[src/rtl/ovs_pkg.sv]
package ovs_pkg;
  typedef enum logic [1:0] {
    ST_IDLE  = 2'd0,
    ST_START = 2'd1,
    ST_DATA  = 2'd2,
    ST_STOP  = 2'd3
  } rx_state_t;
endpackage

[src/rtl/ovs_line_sync.sv]
module ovs_line_sync #(
  parameter int STAGES = 2
) (
  input  logic clk,
  input  logic rst_n,
  input  logic tick,
  input  logic line_in,
  output logic line_s,
  output logic fall,
  output logic toggle
);
  logic [STAGES-1:0] stage_q;
  logic              last_q;

  for (genvar g = 0; g < STAGES; g++) begin : g_stage
    if (g == 0) begin : g_first
      always_ff @(posedge clk or negedge rst_n) begin
        if (!rst_n) stage_q[g] <= 1'b1;
        else        stage_q[g] <= line_in;
      end
    end else begin : g_next
      always_ff @(posedge clk or negedge rst_n) begin
        if (!rst_n) stage_q[g] <= 1'b1;
        else        stage_q[g] <= stage_q[g-1];
      end
    end
  end

  assign line_s = stage_q[STAGES-1];

  always_ff @(posedge clk or negedge rst_n) begin
    if (!rst_n)    last_q <= 1'b1;
    else if (tick) last_q <= line_s;
  end

  assign fall   = tick && last_q && !line_s;
  assign toggle = tick && (last_q != line_s);
endmodule

[src/rtl/ovs_phase_ctr.sv]
module ovs_phase_ctr #(
  parameter int OVS = 16,
  parameter int WIN = 4
) (
  input  logic                   clk,
  input  logic                   rst_n,
  input  logic                   tick,
  input  logic                   run,
  input  logic                   start,
  input  logic                   toggle,
  output logic [$clog2(OVS)-1:0] cnt,
  output logic                   at_mid,
  output logic                   at_end
);
  localparam int CW    = $clog2(OVS);
  localparam int MID   = OVS / 2;
  localparam int LAST  = OVS - 1;
  localparam int EARLY = OVS - WIN;

  logic [CW-1:0] cnt_q, cnt_d;
  logic          early, late;

  always_comb begin
    early  = run && toggle && (cnt_q >= CW'(EARLY));
    late   = run && toggle && (cnt_q <= CW'(WIN));
    at_mid = run && tick && (cnt_q == CW'(MID));
    at_end = run && tick && ((cnt_q == CW'(LAST)) || early);
    cnt_d  = cnt_q;
    if (tick) begin
      if (!run)                cnt_d = start ? CW'(1) : '0;
      else if (early || late)  cnt_d = CW'(1);
      else if (cnt_q == CW'(LAST)) cnt_d = '0;
      else                     cnt_d = cnt_q + CW'(1);
    end
  end

  always_ff @(posedge clk or negedge rst_n) begin
    if (!rst_n) cnt_q <= '0;
    else        cnt_q <= cnt_d;
  end

  assign cnt = cnt_q;
endmodule

[src/rtl/ovs_frame_fsm.sv]
module ovs_frame_fsm
  import ovs_pkg::*;
#(
  parameter int DATA_BITS = 8
) (
  input  logic clk,
  input  logic rst_n,
  input  logic fall,
  input  logic line_s,
  input  logic at_mid,
  input  logic at_end,
  output logic busy,
  output logic bit_out,
  output logic bit_stb,
  output logic frame_done,
  output logic frame_err
);
  localparam int IW = $clog2(DATA_BITS + 1);

  rx_state_t     state_q, state_d;
  logic [IW-1:0] idx_q, idx_d;
  logic          bit_q, bit_d;
  logic          stb_d, done_d, err_d;

  always_comb begin
    state_d = state_q;
    idx_d   = idx_q;
    bit_d   = bit_q;
    stb_d   = 1'b0;
    done_d  = 1'b0;
    err_d   = 1'b0;
    unique case (state_q)
      ST_IDLE: begin
        if (fall) begin
          state_d = ST_START;
          idx_d   = '0;
        end
      end
      ST_START: begin
        if (at_mid && line_s) state_d = ST_IDLE;
        else if (at_end)      state_d = ST_DATA;
      end
      ST_DATA: begin
        if (at_mid) begin
          stb_d = 1'b1;
          bit_d = line_s;
          idx_d = idx_q + IW'(1);
        end else if (at_end && (idx_q == IW'(DATA_BITS))) begin
          state_d = ST_STOP;
        end
      end
      ST_STOP: begin
        if (at_mid) begin
          done_d  = 1'b1;
          err_d   = !line_s;
          state_d = ST_IDLE;
        end
      end
      default: state_d = ST_IDLE;
    endcase
  end

  always_ff @(posedge clk or negedge rst_n) begin
    if (!rst_n) begin
      state_q    <= ST_IDLE;
      idx_q      <= '0;
      bit_q      <= 1'b0;
      bit_stb    <= 1'b0;
      frame_done <= 1'b0;
      frame_err  <= 1'b0;
    end else begin
      state_q    <= state_d;
      idx_q      <= idx_d;
      bit_q      <= bit_d;
      bit_stb    <= stb_d;
      frame_done <= done_d;
      frame_err  <= err_d;
    end
  end

  assign busy    = (state_q != ST_IDLE);
  assign bit_out = bit_q;
endmodule

[src/rtl/serial_cell_sampler.sv]
module serial_cell_sampler #(
  parameter int OVS         = 16,
  parameter int DATA_BITS   = 8,
  parameter int RESYNC_WIN  = 4,
  parameter int SYNC_STAGES = 2
) (
  input  logic clk,
  input  logic rst_n,
  input  logic os_en,
  input  logic line_in,
  output logic bit_out,
  output logic bit_stb,
  output logic frame_done,
  output logic frame_err
);
  localparam int CW = $clog2(OVS);

  logic          line_s, fall, toggle;
  logic          busy, at_mid, at_end, start;
  logic [CW-1:0] ph_cnt;

  ovs_line_sync #(.STAGES(SYNC_STAGES)) i_sync (
    .clk    (clk),
    .rst_n  (rst_n),
    .tick   (os_en),
    .line_in(line_in),
    .line_s (line_s),
    .fall   (fall),
    .toggle (toggle)
  );

  assign start = fall && !busy;

  ovs_phase_ctr #(.OVS(OVS), .WIN(RESYNC_WIN)) i_phase (
    .clk    (clk),
    .rst_n  (rst_n),
    .tick   (os_en),
    .run    (busy),
    .start  (start),
    .toggle (toggle),
    .cnt    (ph_cnt),
    .at_mid (at_mid),
    .at_end (at_end)
  );

  ovs_frame_fsm #(.DATA_BITS(DATA_BITS)) i_fsm (
    .clk       (clk),
    .rst_n     (rst_n),
    .fall      (fall),
    .line_s    (line_s),
    .at_mid    (at_mid),
    .at_end    (at_end),
    .busy      (busy),
    .bit_out   (bit_out),
    .bit_stb   (bit_stb),
    .frame_done(frame_done),
    .frame_err (frame_err)
  );
endmodule

[config.mk]
export PLATFORM = sky130hd
export DESIGN_NAME = serial_cell_sampler
export DESIGN_NICKNAME = d
export VERILOG_FILES = /design/src/rtl/ovs_pkg.sv /design/src/rtl/ovs_line_sync.sv /design/src/rtl/ovs_phase_ctr.sv /design/src/rtl/ovs_frame_fsm.sv /design/src/rtl/serial_cell_sampler.sv
export SDC_FILE = /design/constraint.sdc
export NUM_CORES = 1
export LEC_CHECK = 0
export BUFFER_PORTS_ARGS = -buffer_cell sky130_fd_sc_hd__buf_2
export CORE_MARGIN = 2
export CORE_UTILIZATION = 55
export CTS_CLUSTER_SIZE = 12
export DETAILED_ROUTE_END_ITERATION = 16
export HOLD_SLACK_MARGIN = 0.05
export PLACE_DENSITY = 0.76
export SYNTH_ARGS = -nofsm -noshare
export SYNTH_HDL_FRONTEND = slang
export SYNTH_HIERARCHICAL = 1
export SYNTH_SLANG_ARGS = --single-unit
[constraint.sdc]
create_clock -name clk -period 2.2 [get_ports clk]
set_input_delay 0.11 -clock clk [delete_from_list [all_inputs] [get_ports clk]]
set_output_delay 0.11 -clock clk [all_outputs]
set_load 0.01 [all_outputs]
[Word-level counts from Yosys, hierarchy flattened]
Cells that the tools add are included.
W data, S select, Z words.
Storage, ports and cells
  register bits: 17
  logic and storage cells: 68
  input bits: 4
  output and inout port bits: 4
Operators by class
  $add $sub $neg: 2
  eq/ne operators: 13
  mux-type cells: 19
  reduce and logical (&&, ||, !) cells: 22
  order comparisons: 2
Operators by type and width (count)
  $mux W4: 5
  $eq A4 B4 Y1 const B: 3
  $logic_and A1 B1 Y1: 12
  $mux W2: 6
  $add A4 B1 Y4 const B: 2
  $pmux W2 S4: 1
  $pmux W4 S2: 1
  $mux W1: 6
  $ne A2 B1 Y1 const B: 3
  $reduce_and A5 Y1: 1
  $eq A2 B2 Y1 const B: 2
  $ge A4 B4 Y1 const B: 1
  $le A4 B3 Y1 const B: 1
  $ne A2 B2 Y1 const B: 2
  $reduce_bool A2 Y1: 2
  $ne A3 B1 Y1 const B: 1
  $reduce_and A3 Y1: 1
  $eq A2 B1 Y1 const B: 1
  $logic_not A1 Y1: 2
  $logic_not A2 Y1: 1
  $logic_or A1 B1 Y1: 2
  $reduce_and A2 Y1: 1
  $ne A1 B1 Y1: 1

[Logic depth before layout (Yosys ltp)]
Gate-level depths: netlist of run 1.
  depth in word-level cells: 10
  mapped depth: 9
  gate-level depth less buffers: 7

[Hierarchy]
Netlist of run 1, hierarchy kept.
By module, submodules not included
  ovs_frame_fsm: times used 1, sequential area each 250.2 µm², cells an instance 46, area an instance 540.5 µm²
  ovs_phase_ctr: times used 1, sequential area each 100.1 µm², cells an instance 36, area an instance 287.8 µm²
  ovs_line_sync: times used 1, sequential area each 78.8 µm², cells an instance 8, area an instance 112.6 µm²
  serial_cell_sampler: times used 1, sequential area each 0.0 µm², cells an instance 1, area an instance 13.8 µm²

[Worst setup path after synthesis of run 1]
Ideal clock, no wire load.
  path type: register to register
  start: register (tool-made name)
  end: register i_fsm.bit_q (netlist: i_fsm/bit_out)
  slack: 312 ps
  arrival time: 1761 ps
  data required time: 2073 ps
  setup time: 127 ps
  path buffers: 2
  cell stages (with the launch flop): 9
  period minus slack after synthesis: 1888 ps
  path through: dfrtp_1 > buf_6 > or2_2 > nand2_1 > nor2_1 > and3_1 > buf_2 > nand3b_4 > mux2_1
RTL lines
  end signal: assignment: RTL line ovs_frame_fsm.sv:74  | bit_q <= bit_d;
  end: declaration: RTL line ovs_frame_fsm.sv:22  | logic bit_q, bit_d;

[Worst setup path after layout of run 1]
  start: register i_fsm.state_q[0]
  end: register i_fsm.bit_q (netlist: i_fsm/bit_out)
Between the ends
  word-level cells in the longest chain between the ends: 4
  elaborated cells on any way between the ends: 5
  those cells by class: eq/ne: 1; reduce/logical: 4
Ends and longest elaborated chain
  start: declaration: RTL line ovs_frame_fsm.sv:20  | rx_state_t state_q, state_d;
  start signal: assignment: RTL line ovs_frame_fsm.sv:72  | state_q <= state_d;
  $reduce_bool A2 Y1: RTL line ovs_frame_fsm.sv:81  | assign busy = (state_q != ST_IDLE);
  net busy: RTL line serial_cell_sampler.sv:19  | logic busy, at_mid, at_end, start;
  $logic_and A1 B1 Y1 (2 in a row): RTL line ovs_phase_ctr.sv:26  | at_mid = run && tick && (cnt_q == CW'(MID));
  net at_mid: RTL line serial_cell_sampler.sv:19
  $reduce_and A2 Y1 (no source line)
The timed path passes the listed nets, and every way through them passes these cells.
A chain may end at the register's enable or synchronous reset.

==> results of run 1 <==
==> where the power goes <==
group	leakage [nW]	internal (mW)	switching, mW	total (mW)
Clock	0.0150	0.0705	0.0955	0.166
Combinational	0.297	0.146	0.164	0.310
Sequential	0.219	0.367	0.0760	0.443
Total	0.531	0.584	0.336	0.920
==> metrics by stage <==
step	power (mW)	cells	hold WS, ns
6_report	0.920	118	0.118
5_1_grt	0.981	118	0.126
4_1_cts	0.924	118	0.109
3_5_place_dp	0.748	112	0.0516
3_3_place_gp	0.732	112	0.0446
2_1_floorplan	0.709	91	-0.186
==> registers in the layout, summed over array words and instances, names as in the netlist, named ones only <==
name              flops
i_sync/stage_q        1
i_sync/last_q         1
i_sync/line_s         1
i_phase/cnt           4
i_fsm/bit_out         1
i_fsm/frame_err       1
i_fsm/state_q         1
i_fsm/idx_q           4
i_fsm/bit_stb         1
i_fsm/frame_done      1
==> worst min path at each step <==
stage | from | endpoint | slack [ns] | depth (start not counted)
after global routing | os_en | i_phase/cnt[3] | 0.13 | 2
after floorplan | rst_n | async pin | -0.19 | 0
after CTS | os_en | i_phase/cnt[3] | 0.11 | 2
after detailed placement | rst_n | i_fsm/idx_q[3] | 0.05 | 1
final | os_en | i_phase/cnt[3] | 0.12 | 2
after global placement | rst_n | i_fsm/idx_q[3] | 0.04 | 1
==> routing by layer <==
layer,vias to the layer above,routed length [microns],global-route usage
met5,-,0,0
met4,0,28,0.118
met3,4,81,0.0238
met2,29,890,0.335
met1,331,766,0.245
li1,338,-,-
==> layout by cell type (no fill, tap or decap), types with 3 or more instances in the layout <==
master and instances:
ha_1 4, a21oi_1 4, o21ai_0 3, nand3_1 3, nand2_1 6, clkbuf_4 3
and3_1 3, o22ai_1 3, dfrtp_1 14, dfstp_2 3, nand2b_1 3, buf_2 7
nor2_1 3, inv_1 9
==> kinds of logic after synthesis <==
group | Yosys count
compound gates | 20
xor+xnor | 2
fa+ha+maj | 4
buf+inv | 13
flops | 17
mux | 5
simple gates | 30
==> area by class of cell <==
| type | instances | area (sq um) | area share |
|---|---|---|---|
| timing repair buffer | 10 | 62.6 | 0.0608 |
| clock buffer | 4 | 26.3 | 0.0255 |
| inverter | 9 | 33.8 | 0.0328 |
| sequential | 17 | 429 | 0.417 |
| tap | 17 | 21.3 | 0.0207 |
| multi-input combinational | 61 | 457 | 0.443 |
==> metrics, run 1 <==
status completed; Root Driver clkbuf_4; post-synthesis compound-gate area fraction 0.142; Fin. Hold Viols 0; Core ar. 0.00167 sq mm; layout net count 110; launching point of the worst reg2reg path i_fsm/state_q[0]; clock sinks 17; Cell Area, Placed 983 sq um; synth unique cells 39; number of synthesized flops with an enable pin 0; DRT Pass-1 Iters 4; Worst path top cell family by delay simple AND/OR/NAND/NOR gates; LEAKAGE 0.531 nW; Via density 5.95; Resized Gates After CTS 0; setup ws final 0.248 ns; crit path DAT 2.13 ns; H-tree depth 1; hpwl dp 1250 microns; xor/xnor share of the synthesized area 0.0183; r2r endpoint i_fsm/bit_out; Die Span X 45.7 microns; simple-gate share of the synthesized area 0.206; num rows 15; peak supply drop 0.523 mV; Die Ht 45.7 microns; initial antenna violation count 0; # hold bufs at CTS 2; multiplexer area fraction after synthesis 0.0603; top-area cell type share of the netlist area 0.367; Detail Route Antenna Nets 0; fin util 0.616; combinational family with the most area after synthesis simple AND/OR/NAND/NOR gates; ys async rst share 1.00; largest net degree at the start of global routing 18; cell area power density 893 mW/mm^2; total vias in the final route 702; Reg2Reg Setup Slack 0.25 ns; syn_area_per_cell 10.5 sq um; top cells by count, synth dfrtp_1 (14), inv_1 (9), nand2_1 (6); total die area 0.00208 sq mm; Synth Register Bits 17; Seq/Total Area, Yosys 0.450; crit path to i_fsm/bit_out; Tightest Pin Transition 0.457 ns; top_reg_cell synth dfrtp_1; most frequent cell after synthesis dfrtp_1; headroom to the max-slew limit 0.693; wire length per cell 15.0 microns; Gate Count Post-Synth 91; syn nets 99; YS warnings 6; DRC Markers 0; dpl ws 0.285 ns; Max Buffers Root-to-Sink 2; Synth area leaders dfrtp_1 (37%), dfstp_2 (8.3%), ha_1 (5.2%); layout cells sized above 1 0.198; Hold Crit Class in -> reg; Max Slew Vio Count 0; Worst-path clk slew 0.10 ns; post-layout min period 1.95 ns; Starting Density 0.572; All-Layer GR Usage 0.200; Setup Buffers After CTS 0; initial drt markers 19; critical path launch point type register; Final Skew 0.00267 ns; WS Path Type reg -> reg; Achievable Freq 0.512 GHz; io pins 8; Setup TNS 0 ns; Register-to-Register Path Depth 6; Skew-Pair Late Insertion Delay 0.29 ns; area grow syn2layout 7.86%; CTS Buf Count 3; filler instances 147; Crit path largest cell delay 0.51 ns; vias in the first global route 691; critical path depth in cells 6; crit path capture type register; Synth Area in Adders 0.0524; post-route cell area 0.00103 sq mm; RSZ-0062 raised after global routing false; crit-path cells or2_2 > nand2_1 > nor2_1 > and3_1 > nand3b_4 > mux2_1; Port Buf Inserts 7; crit path buf inv count 0; Worst EP required 2.38 ns; Final Setup Violations 0; antenna cells 0; Synth Cell Area 955 sq um; CP max FO 11; global route overflow 0; Max Cap Viol 0; slowest stage cell, crit path dfrtp_1; cell taking the most area after synthesis dfrtp_1; routability cong. 0.866; period utilisation layout 0.887; Routed WL 1770 microns; first-pass GRT wire length 2930 microns; Critical Path Start i_fsm/state_q[0]; CTS tree done
Power figures use the tool's default switching activity.
==> run 2, diff against run 1 <==
PLACE_DENSITY = 0.75   (was 0.76)
==> metrics, run 2 (synthesis results as in run 1) <==
status completed; total die area 0.00208 sq mm; Fin. Hold Viols 0; first-pass GRT wire length 2680 microns; Via density 5.69; Starting Density 0.572; most frequent cells in the layout dfrtp_1 (14), inv_1 (9), buf_2 (7), nand2_1 (6); Achievable Freq 0.515 GHz; peak supply drop 0.475 mV; vias in the first global route 636; Die Span X 45.7 microns; Max Cap Viol 0; largest net degree at the start of global routing 18; hpwl dp 1130 microns; post-layout total power 905 uW; # hold bufs at CTS 2; critical path launch point type register; All-Layer GR Usage 0.183; io pins 8; routability cong. 0.791; DRT Pass-1 Iters 4; num rows 15; commonest non-fill, non-tap cell in the layout dfrtp_1; Resized Gates After CTS 0; Tightest Pin Transition 0.357 ns; Core ar. 0.00167 sq mm; Max Buffers Root-to-Sink 2; Setup Buffers After CTS 0; area grow syn2layout 7.86%; fin cells 118; clock sinks 17; Cell Area, Placed 983 sq um; Die Ht 45.7 microns; cell area power density 879 mW/mm^2; period utilisation layout 0.883; Root Driver clkbuf_4; total vias in the final route 672; CTS Buf Count 3; Max Slew Vio Count 0; Worst-path clk slew 0.09 ns; post-route cell area 0.00103 sq mm; crit path capture type register; Skew-Pair Late Insertion Delay 0.28 ns; post-layout min period 1.94 ns; Routed WL 1580 microns; H-tree depth 1; antenna cells 0; layout cells sized above 1 0.198; Hold Crit Class in -> reg; DRC Markers 0; crit path DAT 2.11 ns; filler instances 144; dpl cells 112; Final Setup Violations 0; initial antenna violation count 0; Port Buf Inserts 7; CTS tree done; CP max FO 11; headroom to the max-slew limit 0.760; LEAKAGE 0.531 nW; Setup TNS 0 ns; wire length per cell 13.4 microns; Worst EP required 2.37 ns; WS Path Type reg -> reg; layout net count 110; initial drt markers 19; Final Skew 0.00731 ns; Detail Route Antenna Nets 0; RSZ-0062 raised after global routing false; global route overflow 0
## run 2: cell counts in the layout (fill, tap and decap cells not counted)
Identical to the previous run, type by type.
## run 2: final timing paths
| check | from | cells after the start | end | slack, ns |
|---|---|---|---|---|
| min reg2reg | i_sync/stage_q[0] | 0 | i_sync/line_s | 0.36 |
| min | os_en | 2 | i_phase/cnt[0] | 0.12 |
| max | i_fsm/state_q[0] | 6 | i_fsm/bit_out | 0.26 |
| min in group asynchronous | rst_n | 2 | i_fsm/idx_q[2] | 0.26 |
| max in group asynchronous | rst_n | 2 | i_sync/last_q | 1.63 |
| max reg2reg | i_fsm/state_q[0] | 6 | i_fsm/bit_out | 0.26 |
## run 2: metal layers
| layer | global-route usage | share of wire | wire, microns |
|---|---|---|---|
| met3 | 0.0357 | 0.021 | 34 |
| met5 | 0 | 0 | 0 |
| met4 | 0.106 | 0.0076 | 12 |
| met1 | 0.238 | 0.49 | 780 |
| met2 | 0.282 | 0.48 | 756 |
## run 2: area by class of cell
type                    instances  area (sq um)  area share
well taps                      17          21.3      0.0207
multi-input cells              61           457       0.443
inverters                       9          33.8      0.0328
clock buffers                   4          26.3      0.0255
flip-flops and latches         17           429       0.417
repair buffers                 10          62.6      0.0608
## run 2: power by group
part / leakage (nW) / internal (mW) / total [mW] / switching [mW]
combinational: 0.297 / 0.145 / 0.304 / 0.159
clock: 0.0150 / 0.0704 / 0.159 / 0.0887
sequential: 0.219 / 0.367 / 0.442 / 0.0751
## run 2: critical path, cell delays in order, from the launching register on
cell and delay (ns):
dfrtp_1 0.52, or2_2 0.24, nand2_1 0.10, nor2_1 0.13
and3_1 0.38, nand3b_4 0.14, mux2_1 0.33
## run 2: metrics by stage
stage / hold WS (ns) / util / setup slack (ns)
floorplan: -0.186 / - / 0.312
global route: 0.129 / 0.616 / 0.104
finish: 0.121 / 0.616 / 0.257
detailed placement: 0.0430 / 0.589 / 0.288
global placement: 0.0422 / 0.589 / 0.356
CTS: 0.110 / 0.616 / 0.264
==> run 3, diff against run 2 <==
ABC_CLOCK_PERIOD_IN_PS = 2200   (was not set)
CELL_PAD_IN_SITES_DETAIL_PLACEMENT = 0   (was not set)
CELL_PAD_IN_SITES_GLOBAL_PLACEMENT = 2   (was not set)
CORE_UTILIZATION = 37   (was 55)
PLACE_DENSITY = 0.77   (was 0.75)
==> metrics, run 3 (synthesis results as in run 1) <==
vias in the first global route 588; routability cong. 0.746; peak supply drop 0.418 mV; first-pass GRT wire length 2660 microns; Max Buffers Root-to-Sink 2; Hold WS 0.114 ns; DRT Pass-1 Iters 6; hold_sp os_en; Tightest Pin Transition 0.420 ns; antenna cells 0; Via density 5.08; status completed; setup ws final 0.233 ns; Core ar. 0.00245 sq mm; Port Buf Inserts 7; hpwl dp 1220 microns; Worst-path clk slew 0.11 ns; Worst path top cell family by delay simple AND/OR/NAND/NOR gates; Register-to-Register Path Depth 6; Final Setup Violations 0; Root Driver clkbuf_4; r2r endpoint i_fsm/bit_out; most frequent cells in the layout dfrtp_1 (14), inv_1 (9), buf_2 (7), nand2_1 (6); Fin. Hold Viols 0; largest net degree at the start of global routing 18; Max Cap Viol 0; critical path depth in cells 6; WS Path Type reg -> reg; Setup TNS 0 ns; Max Slew Vio Count 0; Achievable Freq 0.509 GHz; Die Span X 54.8 microns; Crit path largest cell delay 0.53 ns; area grow syn2layout 9.96%; Routed WL 1710 microns; Critical Path Start i_fsm/state_q[0]; CTS tree done; clock sinks 17; headroom to the max-slew limit 0.718; layout cells sized above 1 0.208; Die Ht 54.8 microns; period utilisation layout 0.894; total vias in the final route 666; wire length per cell 13.1 microns; initial antenna violation count 0; critical path launch point type register; initial drt markers 10; cell area power density 877 mW/mm^2; LEAKAGE 0.530 nW; Skew-Pair Late Insertion Delay 0.30 ns; post-layout min period 1.97 ns; Reg2Reg Setup Slack 0.23 ns; crit-path cells or2_2 > nand2_1 > nor2_1 > and3_1 > nand3b_4 > mux2_1; slowest stage cell, crit path dfrtp_1; crit path DAT 2.16 ns; global route overflow 0; CTS Buf Count 3; total die area 0.00300 sq mm; DRC Markers 0; Detail Route Antenna Nets 0; layout net count 110; All-Layer GR Usage 0.132; RSZ-0062 raised after global routing false; Worst EP required 2.39 ns; crit path to i_fsm/bit_out; crit path buf inv count 0; Hold Crit Class in -> reg; dpl ws 0.254 ns; CP max FO 11; Final Skew 0.00124 ns; Starting Density 0.389; crit path capture type register; io pins 8; num rows 18; launching point of the worst reg2reg path i_fsm/state_q[0]; Resized Gates After CTS 0; commonest non-fill, non-tap cell in the layout dfrtp_1; H-tree depth 1
## run 3: cell count changes in the layout (fill, tap and decap cells not counted)
cell,change
clkbuf_1,-1
clkinvlp_4,+1
## run 3: worst min path at each step
| stage | endpoint | cells after the start | slack (ns) |
|---|---|---|---|
| floorplan | async pin | 0 | -0.19 |
| global placement | i_fsm/bit_stb | 1 | 0.05 |
| detailed placement | i_fsm/bit_stb | 1 | 0.06 |
| CTS | i_phase/cnt[1] | 2 | 0.11 |
| global route | i_phase/cnt[1] | 2 | 0.11 |
| finish | i_phase/cnt[1] | 2 | 0.11 |
## run 3: per-layer routing
metal  vias to the layer above  global-route usage  part of all wire
met5                         -                   0                 0
met1                       318               0.166              0.49
met2                         7               0.204              0.47
li1                        339                   -                 -
met3                         2              0.0164             0.018
met4                         0               0.100             0.016
## run 3: area by class of cell
| class | count | area, sq um |
|---|---|---|
| clock buffer | 3 | 22.5 |
| clock inverter | 1 | 7.51 |
| fill | 252 | 1410 |
| inverter | 9 | 33.8 |
| multi-input combinational | 61 | 457 |
| sequential | 17 | 429 |
| tap | 30 | 37.5 |
| timing repair buffer | 10 | 62.6 |
## run 3: repair_timing
item                                    CTS  global route
hold buffers                              2             0
endpoints found under the setup margin    0             0
buffers inserted                          0             0
endpoints found under the hold margin    18             0
## run 3: worst reg2reg max path, stage by stage, from the launching register on
cell      delay, ns
dfrtp_1        0.53
or2_2          0.24
nand2_1        0.10
nor2_1         0.13
and3_1         0.39
nand3b_4       0.15
mux2_1         0.32
## run 3: report_power, final
part / leakage (nW) / internal (mW) / total (mW) / switching [mW]
clock: 0.0139 / 0.0692 / 0.180 / 0.111
sequential: 0.219 / 0.367 / 0.439 / 0.0721
combinational: 0.297 / 0.145 / 0.301 / 0.156
total: 0.530 / 0.581 / 0.920 / 0.339
## run 3: metrics by stage
stage / cells / power (mW) / instance area (sq um) / utilization
floorplan: 91 / 0.709 / 955 / -
global placement: 125 / 0.747 / 1000 / 0.407
detailed placement: 125 / 0.745 / 1000 / 0.407
CTS: 131 / 0.937 / 1050 / 0.428
global route: 131 / 1.00 / 1050 / 0.428
finish: 131 / 0.920 / 1050 / 0.428
